### src/rtl/cfg_txn_ctrl.sv
module cfg_txn_ctrl #(
  parameter int DB_OSC_N = 2,
  parameter int DB_VSENS_N = 2,
  parameter logic [DB_OSC_N*32-1:0] DB_OSC_INIT = {32'd40000000, 32'd33333333},
  parameter logic [DB_VSENS_N*32-1:0] DB_VOLT = {32'd1000000, 32'd900000}
) (
  input  logic        clk,
  input  logic        rst_n,
  input  logic        bus_wr,
  input  logic [1:0]  bus_addr,
  input  logic [31:0] bus_wdata,
  output logic [31:0] bus_rdata,
  output logic        shutdown_req,
  output logic        reboot_req
);
  localparam int MB_OSC_N = 6;
  localparam logic [31:0] CTRL_KEEP = 32'h7FF3_FFFF;
  localparam logic [31:0] MB_VOLT = 32'd3300000;

  function automatic logic [31:0] mb_init(input int i);
    return (i == 0) ? 32'd50000000 : (i == 1) ? 32'd23750000 : 32'd24000000;
  endfunction

  logic [31:0] data_q, ctrl_q;
  logic [1:0]  stat_q;
  logic [31:0] mb_osc [MB_OSC_N];
  logic [31:0] db_osc [DB_OSC_N];

  wire        ctrl_wr = bus_wr && (bus_addr == 2'd1);
  wire        start   = ctrl_wr && bus_wdata[31];
  wire        is_wr   = bus_wdata[30];
  wire [3:0]  chan    = bus_wdata[29:26];
  wire [5:0]  fn      = bus_wdata[25:20];
  wire [1:0]  site    = bus_wdata[17:16];
  wire [3:0]  pos     = bus_wdata[15:12];
  wire [11:0] dev     = bus_wdata[11:0];

  wire route_ok = (chan == 4'd0) && (pos == 4'd0) && !site[1];
  wire on_mb    = (site == 2'd0);
  wire on_db    = (site == 2'd1);
  wire mb_osc_hit = on_mb && (32'(dev) < MB_OSC_N);
  wire db_osc_hit = on_db && (32'(dev) < DB_OSC_N);
  wire db_v_hit   = on_db && (32'(dev) < DB_VSENS_N);
  wire mb_dev0    = on_mb && (dev == 12'd0);
  wire fn_osc  = (fn == 6'd1);
  wire fn_volt = (fn == 6'd2);
  wire fn_misc = (fn == 6'd7) || (fn == 6'd8) || (fn == 6'd9) || (fn == 6'd11);

  wire wr_ok = route_ok && ((fn_osc && (mb_osc_hit || db_osc_hit)) || (fn_misc && mb_dev0));
  wire rd_ok = route_ok && ((fn_osc && (mb_osc_hit || db_osc_hit)) || (fn_volt && (mb_dev0 || db_v_hit)));
  wire acc_ok = is_wr ? wr_ok : rd_ok;

  logic [31:0] rd_val;
  always_comb begin
    rd_val = '0;
    if (fn_osc) begin
      for (int i = 0; i < MB_OSC_N; i++)
        if (on_mb && 32'(dev) == i) rd_val = mb_osc[i];
      for (int i = 0; i < DB_OSC_N; i++)
        if (on_db && 32'(dev) == i) rd_val = db_osc[i];
    end else begin
      if (on_mb) rd_val = MB_VOLT;
      for (int i = 0; i < DB_VSENS_N; i++)
        if (on_db && 32'(dev) == i) rd_val = DB_VOLT[i*32 +: 32];
    end
  end

  always_ff @(posedge clk) begin
    if (!rst_n) begin
      data_q <= '0;
      ctrl_q <= '0;
      stat_q <= '0;
      shutdown_req <= 1'b0;
      reboot_req <= 1'b0;
      for (int i = 0; i < MB_OSC_N; i++) mb_osc[i] <= mb_init(i);
      for (int i = 0; i < DB_OSC_N; i++) db_osc[i] <= DB_OSC_INIT[i*32 +: 32];
    end else begin
      shutdown_req <= start && is_wr && wr_ok && (fn == 6'd8);
      reboot_req   <= start && is_wr && wr_ok && (fn == 6'd9);
      if (bus_wr) begin
        case (bus_addr)
          2'd0: data_q <= bus_wdata;
          2'd1: begin
            ctrl_q <= bus_wdata & CTRL_KEEP;
            if (start) begin
              stat_q <= {!acc_ok, 1'b1};
              if (!is_wr && rd_ok) data_q <= rd_val;
              if (is_wr && wr_ok && fn_osc) begin
                for (int i = 0; i < MB_OSC_N; i++)
                  if (on_mb && 32'(dev) == i) mb_osc[i] <= data_q;
                for (int i = 0; i < DB_OSC_N; i++)
                  if (on_db && 32'(dev) == i) db_osc[i] <= data_q;
              end
            end
          end
          2'd2: stat_q <= bus_wdata[1:0];
          default: ;
        endcase
      end
    end
  end

  always_comb begin
    case (bus_addr)
      2'd0:    bus_rdata = data_q;
      2'd1:    bus_rdata = ctrl_q;
      2'd2:    bus_rdata = {30'd0, stat_q};
      default: bus_rdata = '0;
    endcase
  end

  AST_START_DONE: assert property (@(posedge clk) disable iff (!rst_n)
    start |=> stat_q[0]);
  AST_CTRL_CLEAN: assert property (@(posedge clk) disable iff (!rst_n)
    ctrl_wr |=> (ctrl_q[31] == 1'b0) && (ctrl_q[19:18] == 2'b00));
  AST_BAD_ROUTE_ERR: assert property (@(posedge clk) disable iff (!rst_n)
    (start && !route_ok) |=> stat_q == 2'b11);
  AST_FAILED_READ_KEEP: assert property (@(posedge clk) disable iff (!rst_n)
    (start && !is_wr && !rd_ok) |=> data_q == $past(data_q));
  AST_SHUTDOWN_CAUSE: assert property (@(posedge clk) disable iff (!rst_n)
    shutdown_req |-> $past(start && is_wr && route_ok && mb_dev0 && fn == 6'd8));
  AST_REBOOT_CAUSE: assert property (@(posedge clk) disable iff (!rst_n)
    reboot_req |-> $past(start && is_wr && route_ok && mb_dev0 && fn == 6'd9));
  AST_NO_START_STAT: assert property (@(posedge clk) disable iff (!rst_n)
    (ctrl_wr && !bus_wdata[31]) |=> $stable(stat_q));
  AST_STAT_WIDTH: assert property (@(posedge clk) disable iff (!rst_n)
    (bus_addr == 2'd2) |-> bus_rdata[31:2] == 30'd0);
endmodule

### config.mk
export PLATFORM = sky130hd
export DESIGN_NAME = cfg_txn_ctrl
export DESIGN_NICKNAME = d
export VERILOG_FILES = /design/src/rtl/cfg_txn_ctrl.sv
export SDC_FILE = /design/constraint.sdc
export NUM_CORES = 1
export LEC_CHECK = 0
export BUFFER_PORTS_ARGS = -buffer_cell sky130_fd_sc_hd__buf_2
export CAP_MARGIN = 20
export CELL_PAD_IN_SITES_DETAIL_PLACEMENT = 1
export CELL_PAD_IN_SITES_GLOBAL_PLACEMENT = 1
export CORE_MARGIN = 4
export CORE_UTILIZATION = 50
export CTS_CLUSTER_SIZE = 25
export DETAILED_ROUTE_END_ITERATION = 8
export GPL_ROUTABILITY_DRIVEN = 0
export GPL_TIMING_DRIVEN = 0
export PLACE_DENSITY = 0.84
export SETUP_SLACK_MARGIN = 0.3
export SYNTH_ARGS = -nofsm -noshare
export SYNTH_HDL_FRONTEND = slang
export SYNTH_SLANG_ARGS = --single-unit
export TNS_END_PERCENT = 100
### constraint.sdc
create_clock -name clk -period 6.95 [get_ports clk]
set_input_delay 1.39 -clock clk [delete_from_list [all_inputs] [get_ports clk]]
set_output_delay 1.39 -clock clk [all_outputs]
set_load 0.02 [all_outputs]
# Word-level counts from Yosys, hierarchy flattened
# Memories as Yosys holds them, arrays and structs flattened.
# Cells that the tools add are included.
# op_classes
muxes,84
n_reduce_logical,46
eq_ne,16
bitwise,8
order_cmp,2
# op_table
op,count
$mux 32,21
$pmux 32 s3,1
$pmux 32 s2,1
$mux 1,58
$logic_and 1x1->1,26
$eq 12x2->1 const B,2
$eq 12x3->1 const B,2
$mux 22,1
$eq 6x4->1 const B,3
$eq 12x1->1 const B,1
$logic_not 12->1,1
$lt 12x2->1 const B,1
$lt 12x3->1 const B,1
$logic_not 4->1,2
$or 1x1->1,8
$logic_or 1x1->1,7
$eq 6x1->1 const B,1
$eq 6x2->1 const B,1
$eq 6x3->1 const B,1
$eq 2x1->1 const B,2
$logic_not 2->1,2
$pmux 2 s2,1
$reduce_and 4->1,1
$reduce_bool 2->1,2
other kinds (7),9
# totals
in_bits,37
ram_bits,256
output_inout_bits,34
wordCells,163
regBits,65
memories,2
# mem_list
memory,words,word_bits,rd,rd_ports_with_merged_regs,wr,line,source
mb_osc,6,32,6,0,6,26,logic [31:0] mb_osc [MB_OSC_N];
db_osc,2,32,2,0,2,27,logic [31:0] db_osc [DB_OSC_N];

# Logic depth before layout (Yosys ltp)
# depth
depth_word,16
ltp_mapped,11
mapped_depth_nobuf,7

# Worst setup path before layout
# No wires, ideal clock.
# synth_path
path_kind,input to register
startpoint,in bus_wdata[3]
endpoint,"mem mb_osc[3][0], enable pin"
cell_stages,8
required_ns,6.484
path_buffers,4
setup_time_ns,0.466
slack_ns,1.124
arrival_time_ns,5.360
path_cell_list,clkbuf_1 > or3_1 > clkbuf_1 > nor4_1 > clkbuf_1 > nand2_1 > clkbuf_1 > o21ai_0
# synth_rtl
element,line,source
start: declaration,11,"input logic [31:0] bus_wdata,"
end: declaration,26,

==> impl_metrics.tcl <==
set metrics [dict create \
    min_path_cells 2 \
    slowest_stage "clkbuf_1" \
    power_frac_comb 0.062 \
    crit_cells 8 \
    clock-sinks 321 \
    drtAntennaViolNets 0 \
    cts.clk_slew.worst_paths_ns 0.06 \
    finalHoldViolations 0 \
    dp_cells 1790 \
    num_rows 63 \
    grt_pass1_wl_um 83100 \
    worstPathArrival_ns 5.59 \
    grt-ovfl-total 0 \
    max_freq_mhz 186 \
    ys_ff_latch 321 \
    cts_resized 0 \
    grt_pass1_vias 13000 \
    crit_end "mb_osc[1][2]" \
    hp-start "ctrl_q[26]" \
    cts_tree "built" \
    wl_per_cell_um 30.5 \
    synth_top_area_frac 0.512 \
    grt_max_degree 33 \
    synth_top_area_cell "edfxtp_1" \
    instances_no_fill 1857 \
    area_growth_pct 14.8 \
    timing.rr.end "data_q[18]" \
    period_minus_slack_ns 5.37 \
    swShare 0.236 \
    antenna_found_initial 4 \
    die_x_um 181 \
    fillers 3138 \
    syn_area_mm2 0.0150 \
    drc_errors 0 \
    r2r_slack_ns 4.93 \
    cts_setup_buffers 0 \
    worst_pin_slew_ns 1.13 \
    die_y_um 181 \
    hold_buffers 0 \
    port_buffers 66 \
    drv_cap 0 \
    rsz0062_at_grt "false" \
    reg2regPathDepth 7 \
    peakVddDrop_v 0.000204 \
    crit_path_cell_trace "clkbuf_1 -> clkbuf_1 -> buf_1 -> clkbuf_1 -> nand2_1 -> clkbuf_1 -> o21ai_4 -> buf_12" \
    start_util 0.507 \
    hpwlAfterDp_um 38700 \
    p_leak_nw 6.01 \
    min-delay-path-class "flop to flop" \
    clk_latency_ns 0.53 \
    crit_path_end_kind "flop" \
    required_ns 7.17 \
    power_frac_seq 0.498 \
    path_buf_inv 6 \
    clock_path_buffers 3 \
    synth_cell_types 61 \
    critPathTopFamily "buffers and inverters" \
    fp.coreArea_mm2 0.0296 \
    async_flop_share 0 \
    pwr-share-clk 0.439 \
    fin_nets 1474 \
    ios 71 \
    slowest_delay_ns 0.89 \
    relSlewSlack 0.242 \
    finClkSkew_ns 0.0215 \
    via_count 12400 \
    h-tree-depth 2 \
    dieArea_mm2 0.0329 \
    path_max_fanout 23 \
    syn_inst 1325 \
    reg2reg_from "mb_osc[0][18]" \
    drt_first_pass_iters 5 \
    crit_top_cell "clkbuf_1" \
    synth_area_leaders "edfxtp_1, dfxtp_1, and2_1, mux2i_1, nand2_1" \
    root_buffer "clkbuf_16" \
    fin_hold_ws_ns 0.460 \
    fin_crit_sh 0.773 \
    wl_um 56700 \
    drv_slew 0 \
    drtIter0Drc 1946 \
    grt.total_usage 0.338 \
    layout-drive-gt1-share 0.131 \
    setup_viol 0 \
    status "complete, no violations" \
    worstSetupStartpoint "bus_wdata[0]" \
    synth_edf_count 256 \
    cts-buffers-inserted 35 \
    routed_via_density 6.68 \
    p_sw_mw 1.02 \
    critPathKind "input port to flop" \
    p_int_mw 3.32 \
    start_kind "input port" \
    syn_avg_cell_area_um2 11.3 \
    yosys_warnings 0 \
    ys_seq_area_frac 0.599 \
    powerDensity_mw_per_mm2 252 \
    ys.flop_type "edfxtp_1" \
    synthesis.nets 1362 \
]
[tightest hold or removal path: stages (launching register included)]
cell and delay (ns):
dfxtp_1 0.31, nand2_1 0.05, a21oi_1 0.05
[cells in the final DEF, fill, tap and decap left out, drive strengths merged, types with 65 or more instances in the layout]
cell type and instances:
buf 98, nand2 132, a21oi 94, clkbuf 122
edfxtp 256, and2 162, mux2i 79, nor2 74
dfxtp 65, o21ai 67
[worst min path at each step]
stage / to / slack [ns]
after floorplan: ctrl_q[0] / 0.44
after global placement: ctrl_q[24] / 0.44
after detailed placement: ctrl_q[1] / 0.45
after CTS: ctrl_q[22] / 0.46
after global routing: ctrl_q[6] / 0.48
final: ctrl_q[26] / 0.46
[through the flow]
stage / instance area (µm²) / TNS (ns) / power (mW) / worst slack (ns) / util
floorplan: 15000 / 0 / 2.33 / 1.12 / -
global placement: 15800 / -234.17 / 2.44 / -2.20 / 0.534
detailed placement: 16100 / 0 / 2.46 / 1.25 / 0.543
CTS: 17200 / 0 / 4.32 / 1.73 / 0.581
global route: 17200 / 0 / 4.42 / 1.63 / 0.582
finish: 17200 / 0 / 4.34 / 1.58 / 0.582
[state kept, by name, summed over array words and instances (netlist names)]
signal        flops
mb_osc          192
db_osc           64
data_q           32
ctrl_q           29
stat_q            2
reboot_req        1
shutdown_req      1
[power by group through the flow]
stage | combinational [mW] | sequential [mW] | clock [mW]
6_report | 0.270 | 2.16 | 1.91
5_1_grt | 0.281 | 2.17 | 1.98
4_1_cts | 0.263 | 2.16 | 1.90
3_5_place_dp | 0.258 | 2.20 | 0
3_3_place_gp | 0.233 | 2.20 | 0
2_1_floorplan | 0.144 | 2.18 | 0
[layout make-up]
cell class / count / area [µm²] / area share
tap: 390 / 488 / 0.0283
multi-input combinational: 896 / 5630 / 0.326
buffer: 100 / 438 / 0.0254
antenna: 4 / 10.0 / 0.000580
clock buffer: 45 / 945 / 0.0548
sequential: 321 / 8990 / 0.521
timing repair buffer: 75 / 512 / 0.0297
clock inverter: 18 / 204 / 0.0118
inverter: 8 / 30.0 / 0.00174
[Yosys cell counts (9+ instances only)]
cell,number
edfxtp_1,256
and2_1,162
nand2_1,131
a21oi_1,94
mux2i_1,79
nor2_1,71
o21ai_0,67
clkbuf_1,66
dfxtp_1,65
or3_1,55
nand2b_1,37
mux2_2,15
nor3_1,15
a222oi_1,14
o22ai_1,14
o221ai_1,13
a221oi_1,12
clkbuf_2,11
nor2b_1,11
nand3_1,10
buf_1,9
buf_2,9
[metal layers]
layer	track usage	wire, µm	vias to the layer above
li1	-	-	5127
met1	0.429	20400	6201
met2	0.557	27000	855
met3	0.0572	5790	218
met4	0.177	3510	2
met5	0	11	-
[cells by family (layout without fill, tap and decap cells)]
| logic type | after synthesis | in the layout | synth area share |
|---|---|---|---|
| muxes | 94 | 94 | 0.0639 |
| AOI/OAI and AO/OA | 271 | 271 | 0.115 |
| adders and majority gates | 1 | 1 | 0.000667 |
| and+or+nand+nor | 530 | 530 | 0.190 |
| other | 0 | 4 | 0 |
| buffers and inverters | 108 | 246 | 0.0312 |
| DFF | 321 | 321 | 0.599 |
No activity file was read; power rests on OpenSTA's default activity.
